==> src/rtl/tmr_host_pkg.sv <==
package tmr_host_pkg;

  typedef enum logic [1:0] {
    FMT_NONE = 2'b00,
    FMT_LO   = 2'b01,
    FMT_HI   = 2'b10,
    FMT_BOTH = 2'b11
  } acc_fmt_e;

  // strobes from the bus decoder to every channel datapath
  typedef struct packed {
    logic       cwWr;   // configuration byte accepted this cycle
    logic       cntWr;  // count byte accepted this cycle
    logic       rdEnd;  // read strobe released this cycle
    logic [1:0] port;   // address sampled with the strobe
  } bus_stb_t;

  localparam logic [1:0] CFG_PORT = 2'd3;

  // fold the two spare mode codes onto modes 2 and 3
  function automatic logic [2:0] fold_mode(input logic [2:0] raw);
    return (raw[2] && raw[1]) ? {1'b0, raw[1:0]} : raw;
  endfunction

endpackage

==> src/rtl/tmr_host_ctrl.sv <==
module tmr_host_ctrl
  import tmr_host_pkg::*;
(
  input  logic       clk,
  input  logic       rst_n,
  input  logic [1:0] addr,
  input  logic       wrN,
  input  logic       rdN,
  output bus_stb_t   stb
);

  logic wrNQ;
  logic rdNQ;
  logic wrFire;
  logic rdRise;
  logic isCfg;

  always_ff @(posedge clk or negedge rst_n) begin
    if (!rst_n) begin
      wrNQ <= 1'b1;
      rdNQ <= 1'b1;
    end else begin
      wrNQ <= wrN;
      rdNQ <= rdN;
    end
  end

  // one action per strobe low period
  assign wrFire = wrNQ & ~wrN;
  assign rdRise = ~rdNQ & rdN;
  assign isCfg  = (addr == CFG_PORT);

  always_comb begin
    stb.cwWr  = wrFire & isCfg;
    stb.cntWr = wrFire & ~isCfg;
    stb.rdEnd = rdRise & ~isCfg;
    stb.port  = addr;
  end

endmodule

==> src/rtl/tmr_host_chan.sv <==
module tmr_host_chan
  import tmr_host_pkg::*;
#(
  parameter int IDX   = 0,
  parameter int CNT_W = 16
) (
  input  logic              clk,
  input  logic              rst_n,
  input  bus_stb_t          stb,
  input  logic [7:0]        dIn,
  input  logic [CNT_W-1:0]  cur,
  output logic [2:0]        mode,
  output logic              bcd,
  output logic              load,
  output logic [CNT_W-1:0]  count,
  output logic [7:0]        rdByte
);

  localparam int          BYTE_W = CNT_W / 2;
  localparam logic [1:0]  MY_ID  = 2'(IDX);

  acc_fmt_e          fmt;
  logic              wrHi;
  logic              rdHi;
  logic [BYTE_W-1:0] loHold;
  logic              cwHit;
  logic              cntHit;
  logic              rdHit;

  assign cwHit  = stb.cwWr && (dIn[7:6] == MY_ID) && (dIn[5:4] != FMT_NONE);
  assign cntHit = stb.cntWr && (stb.port == MY_ID);
  assign rdHit  = stb.rdEnd && (stb.port == MY_ID);

  // configuration fields and byte-order state
  always_ff @(posedge clk or negedge rst_n) begin
    if (!rst_n) begin
      fmt  <= FMT_NONE;
      mode <= 3'd0;
      bcd  <= 1'b0;
      wrHi <= 1'b0;
      rdHi <= 1'b0;
    end else if (cwHit) begin
      fmt  <= acc_fmt_e'(dIn[5:4]);
      mode <= fold_mode(dIn[3:1]);
      bcd  <= dIn[0];
      wrHi <= 1'b0;
      rdHi <= 1'b0;
    end else begin
      if (cntHit && fmt == FMT_BOTH) wrHi <= ~wrHi;
      if (rdHit && fmt == FMT_BOTH)  rdHi <= ~rdHi;
    end
  end

  // count assembly and commit
  always_ff @(posedge clk or negedge rst_n) begin
    if (!rst_n) begin
      loHold <= '0;
      count  <= '0;
      load   <= 1'b0;
    end else begin
      load <= 1'b0;
      if (cntHit) begin
        unique case (fmt)
          FMT_LO: begin
            count <= {{BYTE_W{1'b0}}, dIn};
            load  <= 1'b1;
          end
          FMT_HI: begin
            count <= {dIn, {BYTE_W{1'b0}}};
            load  <= 1'b1;
          end
          FMT_BOTH: begin
            if (!wrHi) begin
              loHold <= dIn;
            end else begin
              count <= {dIn, loHold};
              load  <= 1'b1;
            end
          end
          default: ;
        endcase
      end
    end
  end

  // read byte selection
  always_comb begin
    unique case (fmt)
      FMT_LO:   rdByte = cur[BYTE_W-1:0];
      FMT_HI:   rdByte = cur[CNT_W-1:BYTE_W];
      FMT_BOTH: rdByte = rdHi ? cur[CNT_W-1:BYTE_W] : cur[BYTE_W-1:0];
      default:  rdByte = 8'h00;
    endcase
  end

endmodule

==> src/rtl/tmr_host_if.sv <==
module tmr_host_if
  import tmr_host_pkg::*;
#(
  parameter int NUM_CH = 3,
  parameter int CNT_W  = 16
) (
  input  logic                    clk,
  input  logic                    rst_n,
  input  logic [1:0]              addr,
  input  logic                    wrN,
  input  logic                    rdN,
  input  logic [7:0]              dIn,
  output logic [7:0]              rdData,
  input  logic [NUM_CH*CNT_W-1:0] chCur,
  output logic [NUM_CH*3-1:0]     chMode,
  output logic [NUM_CH-1:0]       chBcd,
  output logic [NUM_CH-1:0]       chLoad,
  output logic [NUM_CH*CNT_W-1:0] chCount
);

  bus_stb_t   stb;
  logic [7:0] rdArr [NUM_CH];

  tmr_host_ctrl u_ctrl (
    .clk   (clk),
    .rst_n (rst_n),
    .addr  (addr),
    .wrN   (wrN),
    .rdN   (rdN),
    .stb   (stb)
  );

  for (genvar c = 0; c < NUM_CH; c++) begin : g_ch
    tmr_host_chan #(
      .IDX   (c),
      .CNT_W (CNT_W)
    ) u_chan (
      .clk    (clk),
      .rst_n  (rst_n),
      .stb    (stb),
      .dIn    (dIn),
      .cur    (chCur[c*CNT_W +: CNT_W]),
      .mode   (chMode[c*3 +: 3]),
      .bcd    (chBcd[c]),
      .load   (chLoad[c]),
      .count  (chCount[c*CNT_W +: CNT_W]),
      .rdByte (rdArr[c])
    );
  end

  always_comb begin
    rdData = 8'h00;
    for (int c = 0; c < NUM_CH; c++) begin
      if (addr == 2'(c)) rdData = rdArr[c];
    end
  end

endmodule

==> config.mk <==
export PLATFORM = sky130hd
export DESIGN_NAME = tmr_host_if
export DESIGN_NICKNAME = d
export VERILOG_FILES = /design/src/rtl/tmr_host_pkg.sv /design/src/rtl/tmr_host_ctrl.sv /design/src/rtl/tmr_host_chan.sv /design/src/rtl/tmr_host_if.sv
export SDC_FILE = /design/constraint.sdc
export NUM_CORES = 1
export LEC_CHECK = 0
export BUFFER_PORTS_ARGS = -buffer_cell sky130_fd_sc_hd__buf_4
export CAP_MARGIN = 20
export CELL_PAD_IN_SITES_DETAIL_PLACEMENT = 0
export CELL_PAD_IN_SITES_GLOBAL_PLACEMENT = 1
export CORE_AREA = 2 2 122 124
export CTS_BUF_LIST = sky130_fd_sc_hd__clkbuf_8
export CTS_CLUSTER_DIAMETER = 200
export DETAILED_ROUTE_END_ITERATION = 10
export DIE_AREA = 0 0 124 126
export GPL_TIMING_DRIVEN = 0
export PLACE_DENSITY_LB_ADDON = 0.25
export SLEW_MARGIN = 40
export SYNTH_ARGS = -nofsm -noshare
export SYNTH_HDL_FRONTEND = slang
export SYNTH_HIERARCHICAL = 1
export SYNTH_SLANG_ARGS = --single-unit
==> constraint.sdc <==
create_clock -name clk -period 2.2 [get_ports clk]
set_clock_uncertainty 0.15 [all_clocks]
set_input_delay 0.22 -clock clk [delete_from_list [all_inputs] [get_ports clk]]
set_output_delay 0.22 -clock clk [all_outputs]
set_load 0.02 [all_outputs]
==> run_summary.xml <==
<?xml version="1.0" encoding="UTF-8"?>
<metrics>
  <group name="yosys">
    <metric name="synth.avg_cell_area" unit="sq um">10.8</metric>
    <metric name="syn_inst" unit="">508</metric>
    <metric name="synth.net_count" unit="">585</metric>
    <metric name="syn_area" unit="sq um">5470</metric>
    <metric name="synthesis.yosys.warnings" unit="">6</metric>
    <metric name="synth_edf_count" unit="">0</metric>
    <metric name="yosys_most_used_dff" unit="">dfrtp_1</metric>
    <metric name="post_synth_num_cell_types" unit="">36</metric>
    <metric name="synth-async-reset-ratio" unit="">1.00</metric>
    <metric name="synth_sequential_area_ratio" unit="">0.463</metric>
    <metric name="yosys_register_bits" unit="">101</metric>
  </group>
  <group name="floorplan">
    <metric name="core" unit="sq um">14300</metric>
    <metric name="boundaryPins" unit="">133</metric>
    <metric name="die_w" unit="microns">124</metric>
    <metric name="placement_rows" unit="">44</metric>
    <metric name="dieArea" unit="sq um">15600</metric>
    <metric name="initial_util" unit="">0.382</metric>
    <metric name="die_height" unit="microns">126</metric>
  </group>
  <group name="critical_path">
    <metric name="critical_setup_path_kind" unit="">register to primary output</metric>
    <metric name="count_of_buffering_cells_on_the_critical_path_with_inverters_included" unit="">1</metric>
    <metric name="arrival" unit="ns">2.00</metric>
    <metric name="worst_path_max_delay_cell" unit="">dfrtp_2</metric>
    <metric name="critical_path.cell_chain" unit="">ha_4 -&gt; nor2b_4 -&gt; o21ai_2 -&gt; a21oi_2 -&gt; mux2i_1 -&gt; o2bb2ai_1 -&gt; buf_4</metric>
    <metric name="setup.worst_path.start_class" unit="">register</metric>
    <metric name="cp_data_required_time" unit="ns">1.83</metric>
    <metric name="worst_setup_path_end_kind" unit="">primary output</metric>
    <metric name="path_max_fanout" unit="">7</metric>
    <metric name="slowest_stage_delay_on_critical_path" unit="ns">0.47</metric>
    <metric name="path_delay_family" unit="">flip-flops</metric>
  </group>
  <group name="flow_run">
    <metric name="max_cap_violations" unit="">0</metric>
  </group>
  <group name="cts">
    <metric name="ctsLongestPathBuffers" unit="">2</metric>
    <metric name="cts_inserted_buffers" unit="">9</metric>
    <metric name="clk_pin_slew_worst_paths" unit="ns">0.09</metric>
    <metric name="cts.htree.levels" unit="">3</metric>
    <metric name="cts_tree" unit="">done</metric>
    <metric name="worst_skew_pair.late_latency" unit="ns">0.36</metric>
    <metric name="clock-root-buffer" unit="">clkbuf_8</metric>
    <metric name="sink_count" unit="">101</metric>
  </group>
  <group name="sta">
    <metric name="final_period_demand_of_the_worst_path" unit="ns">2.37</metric>
    <metric name="finalWorstSetupSlack" unit="ns">-0.170</metric>
    <metric name="fmaxAchievable" unit="GHz">0.422</metric>
    <metric name="maxSlewHeadroom" unit="">0.501</metric>
    <metric name="rsz0062_at_grt" unit="">yes</metric>
    <metric name="final_cycle_share" unit="">1.08</metric>
    <metric name="actual_slew_at_the_worst_max_slew_pin" unit="ns">0.748</metric>
    <metric name="setup_tns" unit="ns">-1.17</metric>
    <metric name="timing.final.setup_violations" unit="">10</metric>
    <metric name="finalHoldViolations" unit="">0</metric>
    <metric name="final_max_slew_viol_count" unit="">0</metric>
  </group>
  <group name="drt">
    <metric name="post_drt_via_cell_ratio" unit="">4.98</metric>
    <metric name="drt_pre_antenna_iters" unit="">4</metric>
    <metric name="routed_wl" unit="microns">14700</metric>
    <metric name="antenna_violating_nets_left" unit="">0</metric>
    <metric name="via_count" unit="">4301</metric>
    <metric name="drt_iter0_drc" unit="">153</metric>
    <metric name="drc_errors" unit="">0</metric>
    <metric name="wl_per_cell" unit="microns">17.0</metric>
  </group>
  <group name="final_layout">
    <metric name="fin_util" unit="">0.524</metric>
    <metric name="diodes" unit="">0</metric>
    <metric name="fillCellCount" unit="">1340</metric>
    <metric name="drive_above_1_share" unit="">0.472</metric>
    <metric name="design.final.nets" unit="">752</metric>
    <metric name="syn_to_final_growth" unit="%">37.1</metric>
  </group>
  <group name="grt">
    <metric name="grt_first_pass_wirelength" unit="microns">22900</metric>
    <metric name="pin_count_of_the_biggest_net_entering_global_routing" unit="">102</metric>
    <metric name="grt_pass1_vias" unit="">4419</metric>
    <metric name="grt_remaining_overflow" unit="">0</metric>
    <metric name="grt_util_all_layers" unit="">0.189</metric>
    <metric name="grt_antenna_before_repair" unit="">0</metric>
  </group>
  <group name="placement">
    <metric name="port-buffer-count" unit="">132</metric>
    <metric name="placement.setup.worst_slack" unit="ns">-0.252</metric>
    <metric name="gp_congestion" unit="">0.750</metric>
    <metric name="place_hpwl" unit="microns">10100</metric>
  </group>
  <group name="pwr">
    <metric name="power.leakage" unit="nW">3.79</metric>
    <metric name="post-layout-total-power" unit="mW">8.19</metric>
    <metric name="vdd.ir_drop.worst" unit="mV">0.666</metric>
    <metric name="powerDensity" unit="nW/um^2">1090</metric>
  </group>
  <group name="worst_hold_path">
    <metric name="hold_class" unit="">input port to register</metric>
  </group>
  <group name="run_status">
    <metric name="run_status" unit="">finished with violations</metric>
    <metric name="failed_checks" unit="">negative setup slack</metric>
  </group>
</metrics>
-- final timing paths --
kind,endpoint,slack (ns),cells past startpoint,from
hold reg to reg,g_ch[1].u_chan/loHold[2]$_DFFE_PN0P_,0.36,1,g_ch[1].u_chan/loHold[2]$_DFFE_PN0P_
setup / recovery,rdData[2],-0.17,7,g_ch[1].u_chan/fmt[0]$_DFFE_PN0P_
min in group asynchronous,g_ch[1].u_chan/count[8]$_DFFE_PN0P_,0.34,2,rst_n
max in group asynchronous,g_ch[2].u_chan/fmt[1]$_DFFE_PN0P_,1.01,2,rst_n
hold / removal,g_ch[1].u_chan/count[11]$_DFFE_PN0P_,0.03,3,dIn[3]
setup reg to reg,g_ch[1].u_chan/count[6]$_DFFE_PN0P_,-0.02,7,g_ch[1].u_chan/fmt[1]$_DFFE_PN0P_
-- through the flow --
step | hold slack, ns | std cells | cell area, sq um
5_1_grt | 0.0172 | 864 | 7500
2_1_floorplan | -0.226 | 508 | 5520
6_report | 0.0348 | 864 | 7500
4_1_cts | 0.0113 | 858 | 7300
3_3_place_gp | 0.187 | 824 | 6740
3_5_place_dp | 0.165 | 824 | 6750
-- cells in the final DEF, fill, tap and decap left out, types with 4 or more instances in the layout --
| cell type | instances |
|---|---|
| ha_4 | 8 |
| mux2_4 | 6 |
| clkbuf_8 | 12 |
| nor2b_4 | 4 |
| o21ai_0 | 37 |
| buf_6 | 9 |
| nor2_1 | 10 |
| buf_4 | 157 |
| inv_2 | 5 |
| o2bb2ai_1 | 8 |
| mux2i_1 | 38 |
| buf_12 | 6 |
| a21oi_2 | 9 |
| dfrtp_1 | 93 |
| xor2_1 | 5 |
| ha_2 | 5 |
| o211ai_1 | 25 |
| dfrtp_2 | 6 |
| nand2_1 | 45 |
| o21ai_2 | 6 |
| nand4b_1 | 4 |
| mux2_2 | 56 |
| a21oi_1 | 15 |
| inv_1 | 51 |
| buf_8 | 4 |
-- power by group --
group,total [mW],switching (mW),internal (mW)
logic,3.85,1.96,1.89
registers,3.10,0.504,2.60
clock network,1.24,0.612,0.627
total,8.19,3.07,5.12
-- worst reg2reg max path, cell delays in order (launching register included) --
cell and delay (ns):
dfrtp_2 0.47, buf_8 0.14, inv_6 0.03, buf_4 0.13
ha_4 0.20, or4_4 0.54, buf_12 0.17, mux2_4 0.28
-- final cells by class --
cell class | instances | area [sq um] | share of cell area
sequential | 101 | 2540 | 0.339
tap | 184 | 230 | 0.0307
inverter | 54 | 208 | 0.0277
clock inverter | 7 | 83.8 | 0.0112
clock buffer | 9 | 124 | 0.0165
timing repair buffer | 167 | 1330 | 0.177
multi-input combinational | 323 | 2770 | 0.369
buffer | 19 | 219 | 0.0292
-- Yosys cell counts (4+ instances only) --
cell	number	share of area
mux2_4	6	0.016
inv_1	54	0.037
nor2_1	13	0.0089
o21ai_0	46	0.042
dfrtp_1	99	0.45
o2bb2ai_1	8	0.013
buf_6	9	0.019
mux2i_1	38	0.070
nand2_1	48	0.033
nand4b_1	4	0.0064
nor2b_1	6	0.0069
xor2_1	5	0.0080
mux2_2	56	0.12
ha_1	15	0.034
o211ai_1	25	0.034
a21oi_1	25	0.023
clkbuf_1	16	0.011
-- cells by family after synthesis --
logic type	Yosys count	share of synthesized area
compound gates	115	0.130
xor+xnor	5	0.00801
fa+ha+maj	15	0.0343
buf+inv	84	0.0803
flops	101	0.463
mux	100	0.201
simple gates	88	0.0833
-- what timing repair did --
item	in CTS	in global routing
hold endpoints to repair	101	0
setup buffers	21	11
endpoints found under the setup margin	31	59
hold buffers	3	0
resized for setup	50	52
pin swaps	19	25
-- flip-flops by register name, indices dropped and copies added (netlist names) --
name / count
g_ch.u_chan/mode: 9
u_ctrl/rdNQ: 1
g_ch.u_chan/count: 48
g_ch.u_chan/wrHi: 3
u_ctrl/wrNQ: 1
g_ch.u_chan/fmt: 6
g_ch.u_chan/loHold: 24
g_ch.u_chan/load: 3
g_ch.u_chan/bcd: 3
g_ch.u_chan/rdHi: 3
-- per-layer routing --
layer | part of all wire | GRT usage | wire, microns
met1 | 0.44 | 0.246 | 6440
met3 | 0.040 | 0.0417 | 585
met5 | 0 | 0 | 0
met2 | 0.51 | 0.320 | 7480
met4 | 0.012 | 0.0436 | 172
(Power assumes the default switching activity.)
